[config.mk]
export PLATFORM = sky130hd
export DESIGN_NAME = bus_demux_decoder
export DESIGN_NICKNAME = d
export VERILOG_FILES = /design/src/rtl/busdemux_pkg.sv /design/src/rtl/bd_addr_hold.sv /design/src/rtl/bd_cycle_decode.sv /design/src/rtl/bd_strobe_gen.sv /design/src/rtl/bus_demux_decoder.sv
export SDC_FILE = /design/constraint.sdc
export NUM_CORES = 1
export LEC_CHECK = 0
export BUFFER_PORTS_ARGS = -buffer_cell sky130_fd_sc_hd__buf_2
export CELL_PAD_IN_SITES_DETAIL_PLACEMENT = 1
export CELL_PAD_IN_SITES_GLOBAL_PLACEMENT = 1
export CORE_ASPECT_RATIO = 1.25
export CORE_UTILIZATION = 22
export CTS_CLUSTER_SIZE = 8
export DETAILED_ROUTE_END_ITERATION = 12
export PLACE_DENSITY_LB_ADDON = 0.1
export REMOVE_ABC_BUFFERS = 1
export SYNTH_ARGS = -nofsm -noshare
export SYNTH_HDL_FRONTEND = slang
export SYNTH_SLANG_ARGS = --single-unit
[constraint.sdc]
create_clock -name clk -period 1.67 [get_ports clk]
set_clock_uncertainty 0.05 [all_clocks]
set_input_delay 0.167 -clock clk [delete_from_list [all_inputs] [get_ports clk]]
set_output_delay 0.167 -clock clk [all_outputs]
set_load 0.01 [all_outputs]
[src/rtl/busdemux_pkg.sv]
package busdemux_pkg;

    // Machine-cycle codes reported on cyc_type
    typedef enum logic [2:0] {
        CYC_NONE   = 3'd0,
        CYC_FETCH  = 3'd1,
        CYC_MEMRD  = 3'd2,
        CYC_MEMWR  = 3'd3,
        CYC_IORD   = 3'd4,
        CYC_IOWR   = 3'd5,
        CYC_INTACK = 3'd6
    } cyc_e;

    localparam int STAT_W = 3;

endpackage

[src/rtl/bd_addr_hold.sv]
module bd_addr_hold #(
    parameter int LO_W = 8
) (
    input  logic            clk,
    input  logic            rst_n,
    input  logic            ale,
    input  logic [LO_W-1:0] ad_in,
    output logic [LO_W-1:0] lo_view
);

    typedef struct packed {
        logic [LO_W-1:0] lo;
    } hold_t;

    hold_t st_d, st_q;

    // Next-state: capture the shared lines while the strobe is high
    always_comb begin
        st_d = st_q;
        if (ale) begin
            st_d.lo = ad_in;
        end
    end

    always_ff @(posedge clk or negedge rst_n) begin
        if (!rst_n) begin
            st_q <= '0;
        end else begin
            st_q <= st_d;
        end
    end

    // Transparent view while the strobe is high, held value afterwards
    assign lo_view = ale ? ad_in : st_q.lo;

endmodule

[src/rtl/bd_cycle_decode.sv]
module bd_cycle_decode
    import busdemux_pkg::*;
(
    input  logic io_m,
    input  logic s1,
    input  logic s0,
    input  logic stat_float,
    output cyc_e cyc,
    output logic valid
);

    always_comb begin
        cyc = CYC_NONE;
        if (!stat_float) begin
            unique case ({io_m, s1, s0})
                3'b011:  cyc = CYC_FETCH;
                3'b010:  cyc = CYC_MEMRD;
                3'b001:  cyc = CYC_MEMWR;
                3'b110:  cyc = CYC_IORD;
                3'b101:  cyc = CYC_IOWR;
                3'b111:  cyc = CYC_INTACK;
                default: cyc = CYC_NONE;
            endcase
        end
        valid = (cyc != CYC_NONE);
    end

endmodule

[src/rtl/bd_strobe_gen.sv]
module bd_strobe_gen (
    input  logic rst_n,
    input  logic stat_float,
    input  logic io_m,
    input  logic rd_n,
    input  logic wr_n,
    input  logic inta_n,
    output logic mem_rd_n,
    output logic mem_wr_n,
    output logic io_rd_n,
    output logic io_wr_n,
    output logic intack_n
);

    logic qual_ok;
    logic sel_mem;
    logic sel_io;

    always_comb begin
        // Reset or floating status lines block every command
        qual_ok  = rst_n & ~stat_float;
        sel_mem  = qual_ok & ~io_m;
        sel_io   = qual_ok &  io_m;
        mem_rd_n = ~(sel_mem & ~rd_n);
        mem_wr_n = ~(sel_mem & ~wr_n);
        io_rd_n  = ~(sel_io  & ~rd_n);
        io_wr_n  = ~(sel_io  & ~wr_n);
        intack_n = ~(qual_ok & ~inta_n);
    end

endmodule

[src/rtl/bus_demux_decoder.sv]
module bus_demux_decoder
    import busdemux_pkg::*;
#(
    parameter int LO_W = 8,
    parameter int HI_W = 8
) (
    input  logic                 clk,
    input  logic                 rst_n,
    input  logic                 ale,
    input  logic [LO_W-1:0]      ad_in,
    input  logic [HI_W-1:0]      a_hi,
    input  logic                 io_m,
    input  logic                 s1,
    input  logic                 s0,
    input  logic                 stat_float,
    input  logic                 rd_n,
    input  logic                 wr_n,
    input  logic                 inta_n,
    input  logic [LO_W-1:0]      rd_data,
    output logic [LO_W+HI_W-1:0] addr,
    output logic [2:0]           cyc_type,
    output logic                 cyc_valid,
    output logic                 mem_rd_n,
    output logic                 mem_wr_n,
    output logic                 io_rd_n,
    output logic                 io_wr_n,
    output logic                 intack_n,
    output logic [LO_W-1:0]      drv_data,
    output logic                 drv_oe,
    output logic [LO_W-1:0]      wr_data
);

    localparam int ADDR_W = LO_W + HI_W;

    logic [LO_W-1:0] lo_view;
    cyc_e            cyc;
    logic            wr_active;

    bd_addr_hold #(.LO_W(LO_W)) u_hold (
        .clk     (clk),
        .rst_n   (rst_n),
        .ale     (ale),
        .ad_in   (ad_in),
        .lo_view (lo_view)
    );

    bd_cycle_decode u_dec (
        .io_m       (io_m),
        .s1         (s1),
        .s0         (s0),
        .stat_float (stat_float),
        .cyc        (cyc),
        .valid      (cyc_valid)
    );

    bd_strobe_gen u_stb (
        .rst_n      (rst_n),
        .stat_float (stat_float),
        .io_m       (io_m),
        .rd_n       (rd_n),
        .wr_n       (wr_n),
        .inta_n     (inta_n),
        .mem_rd_n   (mem_rd_n),
        .mem_wr_n   (mem_wr_n),
        .io_rd_n    (io_rd_n),
        .io_wr_n    (io_wr_n),
        .intack_n   (intack_n)
    );

    // Full address: dedicated high byte joined to the held low byte
    assign addr[ADDR_W-1:LO_W] = a_hi;
    assign addr[LO_W-1:0]      = lo_view;
    assign cyc_type            = cyc;

    // Data path split of the shared lines
    always_comb begin
        drv_oe    = ~mem_rd_n | ~io_rd_n | ~intack_n;
        wr_active = ~mem_wr_n | ~io_wr_n;
        drv_data  = drv_oe    ? rd_data : '0;
        wr_data   = wr_active ? ad_in   : '0;
    end

endmodule

; ---- Word-level counts from Yosys, hierarchy flattened
; Cells that the tools add are included.
[word_totals]
register_bits = 8
inputBits = 34
out_inout_bits = 42
word_cells = 34
[classes]
eq_ne = 6
muxes = 5
bitwise_logic = 21
reduce_logical = 1
[ops]
columns = cell, n
row1 = $mux 8, 3
row2 = $pmux 3 s6, 1
row3 = $not 1->1, 10
row4 = $eq 3x3->1 const B, 3
row5 = $and 1x1->1, 8
row6 = $eq 3x2->1 const B, 2
row7 = $eq 3x1->1 const B, 1
row8 = $mux 3, 1
row9 = $or 1x1->1, 3
row10 = $reduce_bool 3->1, 1

; ---- Longest topological paths before layout
[logic_depth]
depth_word = 7
mapped_depth = 3
mapped_depth_nobuf = 2

; ---- By module
; Synthesis repeated with hierarchy kept, for this count alone.
[unflattened]
cells_unflattened = 57
hier_area_um2 = 608.1
[modules_own_cells]
columns = module, instances, cells_each, area_each_um2, seq_area_each_um2
row1 = bd_addr_hold, 1, 17, 331.6, 200.2
row2 = bus_demux_decoder, 1, 26, 173.9, 0.0
row3 = bd_cycle_decode, 1, 9, 51.3, 0.0
row4 = bd_strobe_gen, 1, 5, 51.3, 0.0

; ---- Worst setup path before layout
; Ideal clock, no wire load.
[synth_timing]
path_type = input to output
from = input port inta_n
to = output port drv_data[0]
arrival_time_ps = 824
t_required_ps = 1453
setup_slack_ps = 629
stages = 3
path_buffers = 1
path_cell_list = and2_1 -> buf_1 -> nor3b_1
[synth_via]
elab_chain_len = 4
[synth_lines]
columns = item, line_no
row1 = from (decl), bus_demux_decoder.sv:18  ; input logic inta_n,
row2 = $not 1->1, bd_strobe_gen.sv:28  ; intack_n = ~(qual_ok & ~inta_n);
row3 = $and 1x1->1, bd_strobe_gen.sv:28
row4 = $or 1x1->1, bus_demux_decoder.sv:77  ; drv_oe = ~mem_rd_n | ~io_rd_n | ~intack_n;
row5 = $mux 8, bus_demux_decoder.sv:79  ; drv_data = drv_oe ? rd_data : '0;
row6 = to (decl), bus_demux_decoder.sv:28  ; output logic [LO_W-1:0] drv_data,
; Every way passes these cells.

; ---- Worst setup path in the final report
[layout_timing]
from = input port io_m
to = output port cyc_type[1]
[layout_via]
elab_chain_len = 3
word_cells_on_any_way = 8
classes_between = 6 x eq/ne / 2 x mux
[layout_lines]
columns = item, line_no
row1 = from (decl), bus_demux_decoder.sv:12  ; input logic io_m,
row2 = "$eq 3x3->1, or another cell as far along", bd_cycle_decode.sv:15  ; unique case ({io_m, s1, s0})
row3 = $pmux 3 s6 *, bd_cycle_decode.sv:15
row4 = $mux 3 *, bd_cycle_decode.sv:14  ; if (!stat_float) begin
row5 = to (decl), bus_demux_decoder.sv:21  ; output logic [2:0] cyc_type,
; Every way passes the cells marked *; elsewhere a longest branch is shown, timed or not.

==> results.md <==
* Clock root buffer: clkbuf_4
* Final Hold Viols at 0
* Sinks on Clock Net at 8
* Pre-CTS setup slack at 0.397 ns
* Initial core utilization at about a quarter
* CTS H-tree lvls at 1
* 1st-iter DRT viols at 12
* Pre-antenna DRT Iters at 2
* R2R Path End: u_hold.st_q[7]
* Fin cells at about 150
* Internal at about 0.38 mW
* Max reg flops at 8
* Synthesized area at about 620 sq um
* Die width at about 50 um
* DR vias/cell at between 4 and 5
* CTS resizes at 0
* Reg-to-Reg Start: u_hold.st_q[7]
* CP startpoint kind: input port
* Crit-path max FO at 7
* Largest net degree at the start of global routing at 12
* Ys Warns at 0
* Sequential area share after synthesis at between 30% and 40%
* Hpwl dp at 1470 um
* Site row count at 21
* CTS tree: built
* Pleak at roughly 0.48 nW
* Logic gate share of total power at 32.3%
* Ports at 76
* Drt wl/cell at 11.8 um
* Unrepaired setup endpoints after global routing: no
* # setup viols final at 0
* Min setup slack post-route at a little over 0.4 ns
* FF-to-FF setup slack at 0.88 ns
* Maximum clock rate at around 790 MHz
* Inst Count DP at approximately 150
* Final worst-path cycle share at between 70% and 80%
* VDD IR max at 0.317 mV
* First-pass GRT wire length at around 2600 um
* CORE AREA at 0.00268 sq mm
* Share of cells above drive strength 1 at between 60% and 70%
* TritonCTS buffer count at 3
* Vias at 650
* Initial antenna violation count at 0
* Yosys cell types at 19
* Clock slew at reported path FFs at ~0.060 ns
* Largest regs: u_hold.st_q: 8 flops
* Clock Latency Late Sink at around 0.25 ns
* Gr usage total at a little under an eighth
* Drt drc at 0
* Final Max Tran Viols at 0
* CTS Buffer Depth at 2
* Psw at between 0.15 and 0.2 mW
* Global route total overflow at 0
* # Max-Cap Violations at 0
* Vias in the first global route at 567
* Worst EP required at approximately 1.5 ns
* Status: completed
* Slew at the pin closest to its max-slew limit at ~0.34 ns
* Worst setup path start: io_m
* Arr. time, crit path at between 1 and 1.5 ns
* P per Cell Area at 584 mW/mm^2
* Port bufs at a little under 60
* Total Die Area at about 0.003 sq mm
* Switching share of power at between 20 and 30%
* R2R cell count at 1
* Flop pwr share at 40.3%
* Die height at 61.6 um
* Clock power share at approximately 27%
* Fin crit period at approximately 1.3 ns
* CP Class: input port to output pin
* Crit path to: cyc_type[1]
* Layout area overhead at 47.7%
* Setup TNS at 0 ns
* Final nets at 151
* Reg with most FFs: u_hold.st_q
* Antenna Cells at 0
* Min Hold Slack at 0.123 ns
* Antenna-violating nets left at 0
* Worst min path class: input port to flip-flop
* Seq cells post-synth at 8
* Filler cells at roughly 340
* Critical path endpoint category: output pin
* Drt total wl at 1760 um
* Placer Congestion at a little over 0.6
* Relative slew margins at about 78%
* Post-Syn Area per Cell at approximately 10 sq um
* Mapped Cells at between 60 and 70
-- logic make-up after synthesis --
family	Yosys count	share of synthesized area, %
compound gates	2	2.00
buf+inv	11	12.8
flops	8	32.1
mux	8	14.4
simple gates	33	38.7
-- cells in the final DEF, fill, tap and decap left out --
master,instances
a21oi_1,1
nor3b_4,1
and2b_1,1
or4b_1,2
buf_2,59
nand3b_1,2
nand2b_1,2
clkbuf_4,3
mux2_2,8
dlygate4sd3_1,1
or2_2,1
nor2_1,3
nand2b_4,1
nor2b_1,3
dfrtp_1,8
buf_4,1
nor3b_1,9
o31ai_1,1
and2_1,8
-- how the worst min path moves through the flow --
stage	cells past startpoint	end	startpoint
after floorplan	0	u_hold.st_q[0]	rst_n
after global placement	2	u_hold.st_q[6]	rst_n
after detailed placement	2	u_hold.st_q[7]	rst_n
after CTS	2	u_hold.st_q[4]	ad_in[4]
after global routing	2	u_hold.st_q[2]	ad_in[2]
final	2	u_hold.st_q[2]	ad_in[2]
-- metrics by stage --
| step | power (mW) | area, sq um | utilization, % |
|---|---|---|---|
| after floorplan | 0.303 | 544 | - |
| after global placement | 0.395 | 890 | 33.2 |
| after detailed placement | 0.397 | 890 | 33.2 |
| after CTS | 0.548 | 922 | 34.4 |
| after global routing | 0.576 | 922 | 34.4 |
| final | 0.538 | 922 | 34.4 |
-- Yosys cell counts (all sizes together) --
cell | n | area share, %
dfrtp | 8 | 32
o31ai | 1 | 1.2
or2 | 1 | 1.0
nor3b | 10 | 14
nor2 | 3 | 1.8
or4b | 2 | 3.2
nand2b | 3 | 4.2
buf | 11 | 13
and2 | 8 | 8.0
and2b | 1 | 1.2
nand3b | 2 | 2.4
a21oi | 1 | 0.80
nor2b | 3 | 3.0
mux2 | 8 | 14
-- critical path, stage by stage --
cell and delay [ns]:
buf_2 0.13, or4b_1 0.50, o31ai_1 0.08, buf_2 0.17
-- power groups by stage --
stage               Clock (mW)  Sequential, mW  Combinational [mW]
floorplan                    0           0.219              0.0836
global placement             0           0.220               0.174
detailed placement           0           0.221               0.176
CTS                      0.152           0.218               0.179
global route             0.164           0.218               0.193
finish                   0.147           0.217               0.174
-- metal layers --
metal	routed length (um)	vias up	share of wire (%)	GRT usage, %
met1	675	287	38	12.5
li1	-	309	-	-
met4	19	0	1.1	7.35
met3	206	4	12	4.69
met5	0	-	0	0
met2	854	50	49	18.9
-- area by class of cell --
class	instances	area [sq um]	share of cell area [%]
timing repair buffer	61	313	33.9
tap	34	42.5	4.61
clock buffer	3	22.5	2.44
sequential	8	200	21.7
multi-input combinational	43	344	37.3
-- timing repair --
| item | CTS | global route |
|---|---|---|
| endpoints found under the hold margin | 8 | 0 |
| buffers inserted | 0 | 0 |
| hold buffers | 1 | 0 |
Power figures use the tool's default switching activity.
